[src/rtl/gpio_port_pkg.sv]
package gpio_port_pkg;

    localparam int ADDR_W  = 4;
    localparam int MODE_W  = 3;
    localparam int EDGE_W  = 2;

    typedef enum logic [ADDR_W-1:0] {
        REG_OUT   = 4'h0,
        REG_PAD   = 4'h1,
        REG_MODE  = 4'h2,
        REG_EDGE  = 4'h3,
        REG_PEND  = 4'h4,
        REG_INDIS = 4'h5,
        REG_SET   = 4'h6,
        REG_CLR   = 4'h7,
        REG_INV   = 4'h8
    } reg_idx_e;

    typedef enum logic [2:0] {
        OP_NONE,
        OP_LOAD,
        OP_SET,
        OP_CLR,
        OP_INV
    } out_op_e;

    typedef enum logic [EDGE_W-1:0] {
        EDGE_OFF  = 2'd0,
        EDGE_RISE = 2'd1,
        EDGE_FALL = 2'd2,
        EDGE_ANY  = 2'd3
    } edge_sel_e;

    localparam logic [MODE_W-1:0] MODE_HIZ_ANALOG = '0;

    function automatic logic edge_hit(input edge_sel_e sel, input logic cur, input logic prev);
        logic rise;
        logic fall;
        rise = cur & ~prev;
        fall = ~cur & prev;
        case (sel)
            EDGE_RISE: edge_hit = rise;
            EDGE_FALL: edge_hit = fall;
            EDGE_ANY:  edge_hit = rise | fall;
            default:   edge_hit = 1'b0;
        endcase
    endfunction

    function automatic out_op_e decode_out_op(input logic we, input logic [ADDR_W-1:0] addr);
        decode_out_op = OP_NONE;
        if (we) begin
            case (addr)
                REG_OUT: decode_out_op = OP_LOAD;
                REG_SET: decode_out_op = OP_SET;
                REG_CLR: decode_out_op = OP_CLR;
                REG_INV: decode_out_op = OP_INV;
                default: decode_out_op = OP_NONE;
            endcase
        end
    endfunction

endpackage

[src/rtl/gpio_out_reg.sv]
module gpio_out_reg
    import gpio_port_pkg::*;
#(
    parameter int PINS = 8
) (
    input  logic            clk,
    input  logic            rst,
    input  out_op_e         op_i,
    input  logic [PINS-1:0] bits_i,
    output logic [PINS-1:0] out_o
);

    logic [PINS-1:0] out_q;
    logic [PINS-1:0] out_d;

    always_comb begin
        out_d = out_q;
        case (op_i)
            OP_LOAD: out_d = bits_i;
            OP_SET:  out_d = out_q | bits_i;
            OP_CLR:  out_d = out_q & ~bits_i;
            OP_INV:  out_d = out_q ^ bits_i;
            default: out_d = out_q;
        endcase
    end

    always_ff @(posedge clk) begin
        if (rst) out_q <= '0;
        else     out_q <= out_d;
    end

    assign out_o = out_q;

    AST_LOAD_REPLACES: assert property (@(posedge clk) disable iff (rst)
        (op_i == OP_LOAD) |=> (out_o == $past(bits_i)));
    AST_SET_ORS: assert property (@(posedge clk) disable iff (rst)
        (op_i == OP_SET) |=> (out_o == ($past(out_o) | $past(bits_i))));
    AST_CLR_MASKS: assert property (@(posedge clk) disable iff (rst)
        (op_i == OP_CLR) |=> (out_o == ($past(out_o) & ~$past(bits_i))));
    AST_INV_TOGGLES: assert property (@(posedge clk) disable iff (rst)
        (op_i == OP_INV) |=> (out_o == ($past(out_o) ^ $past(bits_i))));

endmodule

[src/rtl/gpio_in_path.sv]
module gpio_in_path
    import gpio_port_pkg::*;
#(
    parameter int PINS = 8,
    localparam int MODE_BITS = PINS * MODE_W
) (
    input  logic                 clk,
    input  logic                 rst,
    input  logic [PINS-1:0]      pad_i,
    input  logic [MODE_BITS-1:0] mode_i,
    input  logic [PINS-1:0]      indis_i,
    output logic [PINS-1:0]      cur_o,
    output logic [PINS-1:0]      prev_o,
    output logic [PINS-1:0]      en_o,
    output logic [PINS-1:0]      state_o
);

    logic [PINS-1:0] meta_q;
    logic [PINS-1:0] sync_q;
    logic [PINS-1:0] hist_q;

    always_ff @(posedge clk) begin
        if (rst) begin
            meta_q <= '0;
            sync_q <= '0;
            hist_q <= '0;
        end else begin
            meta_q <= pad_i;
            sync_q <= meta_q;
            hist_q <= sync_q;
        end
    end

    for (genvar p = 0; p < PINS; p++) begin : g_pin
        assign en_o[p]    = (mode_i[p*MODE_W +: MODE_W] != MODE_HIZ_ANALOG) && !indis_i[p];
        assign state_o[p] = sync_q[p] & en_o[p];

        AST_GATED_READS_ZERO: assert property (@(posedge clk) disable iff (rst)
            (indis_i[p] || (mode_i[p*MODE_W +: MODE_W] == MODE_HIZ_ANALOG)) |-> !state_o[p]);
        AST_TWO_STAGE: assert property (@(posedge clk) disable iff (rst)
            en_o[p] && $past(!rst) |-> (state_o[p] == $past(meta_q[p])));
    end

    assign cur_o  = sync_q;
    assign prev_o = hist_q;

endmodule

[src/rtl/gpio_edge_irq.sv]
module gpio_edge_irq
    import gpio_port_pkg::*;
#(
    parameter int PINS = 8,
    localparam int EDGE_BITS = PINS * EDGE_W
) (
    input  logic                 clk,
    input  logic                 rst,
    input  logic [PINS-1:0]      cur_i,
    input  logic [PINS-1:0]      prev_i,
    input  logic [PINS-1:0]      en_i,
    input  logic [EDGE_BITS-1:0] edge_cfg_i,
    input  logic [PINS-1:0]      clr_i,
    output logic [PINS-1:0]      pend_o,
    output logic                 irq_o
);

    logic [PINS-1:0] hit;
    logic [PINS-1:0] pend_q;

    for (genvar p = 0; p < PINS; p++) begin : g_pin
        edge_sel_e sel;
        assign sel    = edge_sel_e'(edge_cfg_i[p*EDGE_W +: EDGE_W]);
        assign hit[p] = en_i[p] & edge_hit(sel, cur_i[p], prev_i[p]);

        always_ff @(posedge clk) begin
            if (rst)         pend_q[p] <= 1'b0;
            else if (hit[p]) pend_q[p] <= 1'b1;
            else if (clr_i[p]) pend_q[p] <= 1'b0;
        end

        AST_EDGE_SETS: assert property (@(posedge clk) disable iff (rst)
            hit[p] |=> pend_o[p]);
        AST_W1C_CLEARS: assert property (@(posedge clk) disable iff (rst)
            (clr_i[p] && !hit[p]) |=> !pend_o[p]);
        AST_RISE_NEEDS_EDGE: assert property (@(posedge clk) disable iff (rst)
            $rose(pend_o[p]) |-> $past(hit[p]));
        AST_GATED_NO_EDGE: assert property (@(posedge clk) disable iff (rst)
            !en_i[p] |=> !$rose(pend_o[p]));
    end

    assign pend_o = pend_q;
    assign irq_o  = |pend_q;

    AST_IRQ_TRACKS: assert property (@(posedge clk) disable iff (rst)
        $fell(irq_o) |-> $past(|clr_i));

endmodule

[src/rtl/gpio_edge_port.sv]
module gpio_edge_port
    import gpio_port_pkg::*;
#(
    parameter int PINS = 8,
    parameter int DW   = 32,
    localparam int MODE_BITS = PINS * MODE_W,
    localparam int EDGE_BITS = PINS * EDGE_W
) (
    input  logic            clk,
    input  logic            rst,
    input  logic            we,
    input  logic [ADDR_W-1:0] addr,
    input  logic [DW-1:0]   wdata,
    output logic [DW-1:0]   rdata,
    input  logic [PINS-1:0] pad_in,
    output logic [PINS-1:0] out_data,
    output logic            irq
);

    logic [MODE_BITS-1:0] mode_q;
    logic [EDGE_BITS-1:0] edge_q;
    logic [PINS-1:0]      indis_q;
    logic [PINS-1:0]      cur, prev, en, state, pend, clr;
    out_op_e              op;

    assign op  = decode_out_op(we, addr);
    assign clr = (we && addr == REG_PEND) ? wdata[PINS-1:0] : '0;

    always_ff @(posedge clk) begin
        if (rst) begin
            mode_q  <= '0;
            edge_q  <= '0;
            indis_q <= '0;
        end else if (we) begin
            case (addr)
                REG_MODE:  mode_q  <= wdata[MODE_BITS-1:0];
                REG_EDGE:  edge_q  <= wdata[EDGE_BITS-1:0];
                REG_INDIS: indis_q <= wdata[PINS-1:0];
                default: ;
            endcase
        end
    end

    gpio_out_reg #(.PINS(PINS)) u_out (
        .clk(clk), .rst(rst), .op_i(op), .bits_i(wdata[PINS-1:0]), .out_o(out_data)
    );

    gpio_in_path #(.PINS(PINS)) u_in (
        .clk(clk), .rst(rst), .pad_i(pad_in), .mode_i(mode_q), .indis_i(indis_q),
        .cur_o(cur), .prev_o(prev), .en_o(en), .state_o(state)
    );

    gpio_edge_irq #(.PINS(PINS)) u_irq (
        .clk(clk), .rst(rst), .cur_i(cur), .prev_i(prev), .en_i(en),
        .edge_cfg_i(edge_q), .clr_i(clr), .pend_o(pend), .irq_o(irq)
    );

    always_comb begin
        rdata = '0;
        case (addr)
            REG_OUT:   rdata = DW'(out_data);
            REG_PAD:   rdata = DW'(state);
            REG_MODE:  rdata = DW'(mode_q);
            REG_EDGE:  rdata = DW'(edge_q);
            REG_PEND:  rdata = DW'(pend);
            REG_INDIS: rdata = DW'(indis_q);
            default:   rdata = '0;
        endcase
    end

    AST_RESET_CLEAN: assert property (@(posedge clk)
        $past(rst) |-> (out_data == '0 && !irq && mode_q == '0 && edge_q == '0));

endmodule

[config.mk]
export PLATFORM = sky130hd
export DESIGN_NAME = gpio_edge_port
export DESIGN_NICKNAME = d
export VERILOG_FILES = /design/src/rtl/gpio_port_pkg.sv /design/src/rtl/gpio_out_reg.sv /design/src/rtl/gpio_in_path.sv /design/src/rtl/gpio_edge_irq.sv /design/src/rtl/gpio_edge_port.sv
export SDC_FILE = /design/constraint.sdc
export NUM_CORES = 1
export LEC_CHECK = 0
export BUFFER_PORTS_ARGS = -buffer_cell sky130_fd_sc_hd__buf_2
export CORE_MARGIN = 10
export CORE_UTILIZATION = 50
export DETAILED_ROUTE_END_ITERATION = 6
export PLACE_DENSITY = 0.76
export SYNTH_ARGS = -nofsm -noshare
export SYNTH_HDL_FRONTEND = slang
export SYNTH_SLANG_ARGS = --single-unit
[constraint.sdc]
create_clock -name clk -period 1.35 [get_ports clk]
set_input_delay 0.0675 -clock clk [delete_from_list [all_inputs] [get_ports clk]]
set_output_delay 0.0675 -clock clk [all_outputs]
set_load 0.01 [all_outputs]
==> parameters.txt <==
Parameter                              Value

Yosys
  Prevailing post-synth register cell    dfxtp_1
  Number of flops mapped to enable cells by yosys    0
  Share of synthesized registers carrying an async set or reset    0%
  Synthesis-stage register bit count    88
  Netlist area before placement    0.004696 mm²
  Most area-consuming cells after synthesis    dfxtp_1, ha_1, nand2_1, a21oi_1, mux2i_1
  Most area-hungry cell type in the Yosys netlist    dfxtp_1
  Average size of a mapped cell    8.400 µm²
  Area share of the largest cell type after synthesis    37.52%
  Synth unique cells    46
  Yosys Warn Count    0
  Count of mapped cells out of synthesis    559
  Sequential area share after synthesis    37.52%

Clock tree
  Number of sinks driven by the clock tree    88
  Clock slew at reported path FFs    0.09 ns
  Bufs on Longest Clock Path    2
  H-tree depth    3
  Root Driver    clkbuf_8
  Source-to-sink clock delay at the later pin of the worst-skew pair    0.36 ns
  Clock tree from TritonCTS    done
  Inserted Clock Buffers    9

STA
  Final count of negative-setup-slack endpoints    9
  Post-layout min period    1.568 ns
  Portion of the clock cycle consumed by the worst path in the final layout    116.1%
  Setup ws final    -0.2180 ns
  Post-route clock skew    0.01144 ns
  Hold violation count in the final report    0
  RSZ-0062 raised after global routing    true
  Final-report max-slew violation count    0
  Peak clock frequency supported by timing    0.6378 GHz

Floorplan
  Die outline width    116.9 µm
  Overall die area    0.01367 mm²
  Rows    35
  Ports    88
  Initial cell density of the core    51.06%
  Vertical die dimension    116.9 µm
  Core outline area    0.009196 mm²

Placed design
  Worst Setup Slack post-DPL    -0.08008 ns
  Input/output buffers    71
  Placed instance area    0.005385 mm²
  Final GP Congestion    0.9444
  DPL Wire Length    10330 µm

Finish
  Number of fill cells in the layout    742
  Most used cells in the layout excluding fill and tap cells    nand2_1, buf_2, dfxtp_1
  Final standard cell area without fillers    0.006163 mm²
  Most frequent standard cell in the layout excluding fill and tap cells    nand2_1
  Ratio of cells with drive above 1 in the final layout    34.05%
  Final net count    773
  ANT cells    0
  Signed area change from the synthesized netlist to the final layout    31.25%

Power and ir drop
  Sequential cell fraction of total power    52.5%
  Clock network fraction of design power    33.3%
  Worst voltage drop across the vdd grid    0.6406 mV
  Switching power    1386 µW
  Gate power share    14.3%
  Leakage    0.002514 µW
  Power per cell area    835.9 mW/mm²
  Switching part of the total    26.91%
  Cell internal power dissipation    3766 µW

Global route
  Number of global-route vias before repair    4480
  First-pass GRT wire length    23230 µm
  Largest net degree at the start of global routing    28
  Remaining global-route overflow    0
  Total track usage    21.50%
  Number of antenna violations at the first check in global routing    0

Route
  Drt first-iter violations    319
  Detailed-router iteration count before antenna repair    5
  Vias per std cell    5.684
  Detailed Route WL    14840 µm
  Avg WL per Cell    18.32 µm
  Antenna-violating nets left    0
  Post-detailed-route DRC marker count    0
  DR vias    4604

Setup path
  Critical path destination    rdata[3]
  Worst path required time    1.28 ns
  Chain of cells forming the critical path    nor3_4 > nor2_2 > a31oi_1 > o21ai_1 > buf_2
  CP max-delay cell    dfxtp_4
  Capturing element type of the critical path    output pin
  CP Launch Type    flop
  CP Class    reg2out
  FF-to-FF End    u_out.out_o[6]
  First element of the critical path    mode_q[11]
  Reg2reg path depth    5
  Peak fanout along the critical path    2
  Reg-to-reg startpoint    u_out.out_o[6]
  R2R Setup Slk    0.03 ns
  Arrival time of the worst setup path    1.50 ns
  Worst stage delay on the critical path    0.36 ns

Outcome
  Violations in the final reports    negative setup slack
  Run status    finished with violations

Run
  Max-cap violations    0

Worst hold path
  Classification of the worst-slack hold path    in2reg
[area by class of cell]
class	count	area [µm²]	area share, %
clock buffer	12	155.1	2.517
clock inverter	4	28.78	0.4669
inverter	32	120.1	1.949
multi-input combinational	405	2744	44.52
sequential	88	1812	29.40
tap	111	138.9	2.253
timing repair buffer	158	1165	18.90
[stage by stage]
stage,utilization (%),total power [µW],instances,setup TNS (ns),hold slack (ns)
global placement,58.56,3343,753,-0.004105,0.2728
detailed placement,58.56,3369,753,-1.022,0.2796
CTS,65.62,5147,807,-0.9252,0.003497
finish,67.02,5152,810,-1.108,0.02527
floorplan,-,3094,566,0,0.1944
global route,67.02,5377,810,-1.577,0.009341
[power groups by stage]
stage / logic (µW) / registers, µW / clock network, µW
CTS: 696 / 2700 / 1750
finish: 736 / 2700 / 1710
detailed placement: 604 / 2760 / 0
global route: 795 / 2710 / 1870
global placement: 580 / 2760 / 0
floorplan: 337 / 2760 / 0
[worst min path at each step]
stage	startpoint	end	slack (ns)	cells past startpoint
3_3_place_gp	pad_in[5]	u_in.meta_q[5]	0.27	2
3_5_place_dp	pad_in[5]	u_in.meta_q[5]	0.28	2
2_1_floorplan	wdata[10]	mode_q[10]	0.19	2
6_report	wdata[7]	mode_q[7]	0.03	3
4_1_cts	wdata[7]	mode_q[7]	0.003	3
5_1_grt	wdata[3]	mode_q[3]	0.009	3
[Yosys cell counts (12+ instances only)]
master and instances:
inv_1 32, mux2i_1 16, dfxtp_1 88, nor2b_1 17
nand2b_1 16, buf_4 12, a21oi_1 38, a21oi_2 15
o21ai_0 32, nand2_1 82, ha_1 32, nor2_1 36
clkbuf_1 15
[logic make-up after synthesis]
group	Yosys count	synth area share, %
fa+ha+maj	32	8.526
compound gates	150	21.53
buf+inv	73	7.914
simple gates	199	21.02
flops	88	37.52
other cells	1	0.07986
mux	16	3.411
[worst max-delay path: cells and delay by family (launching register included)]
kind,cells,cell delay (ns)
AOI/OAI and AO/OA,2,0.34
DFF,1,0.36
buffers and inverters,1,0.17
and+or+nand+nor,2,0.28
[state kept, by name, indices dropped and copies added, names as in the netlist]
signal and flops:
edge_q 16, indis_q 8, mode_q 24, u_in.cur_o 8, u_in.meta_q 8, u_in.prev_o 8
u_irq.pend_o 8, u_out.out_o 8
[what timing repair did]
action / CTS / global route
endpoints found under the hold margin: 33 / 0
endpoints found under the setup margin: 10 / 32
cloned: 0 / 1
setup buffers: 13 / 2
hold buffers: 25 / 0
gates resized for setup: 54 / 36
pin swaps: 21 / 9
[metal layers]
metal | part of all wire [%] | up-vias | GRT usage, %
li1 | - | 2171 | -
met1 | 39 | 2158 | 26.09
met2 | 48 | 225 | 35.96
met3 | 9.0 | 50 | 4.689
met4 | 4.2 | 0 | 9.061
met5 | 0 | - | 0
Power figures use the tool's default switching activity.
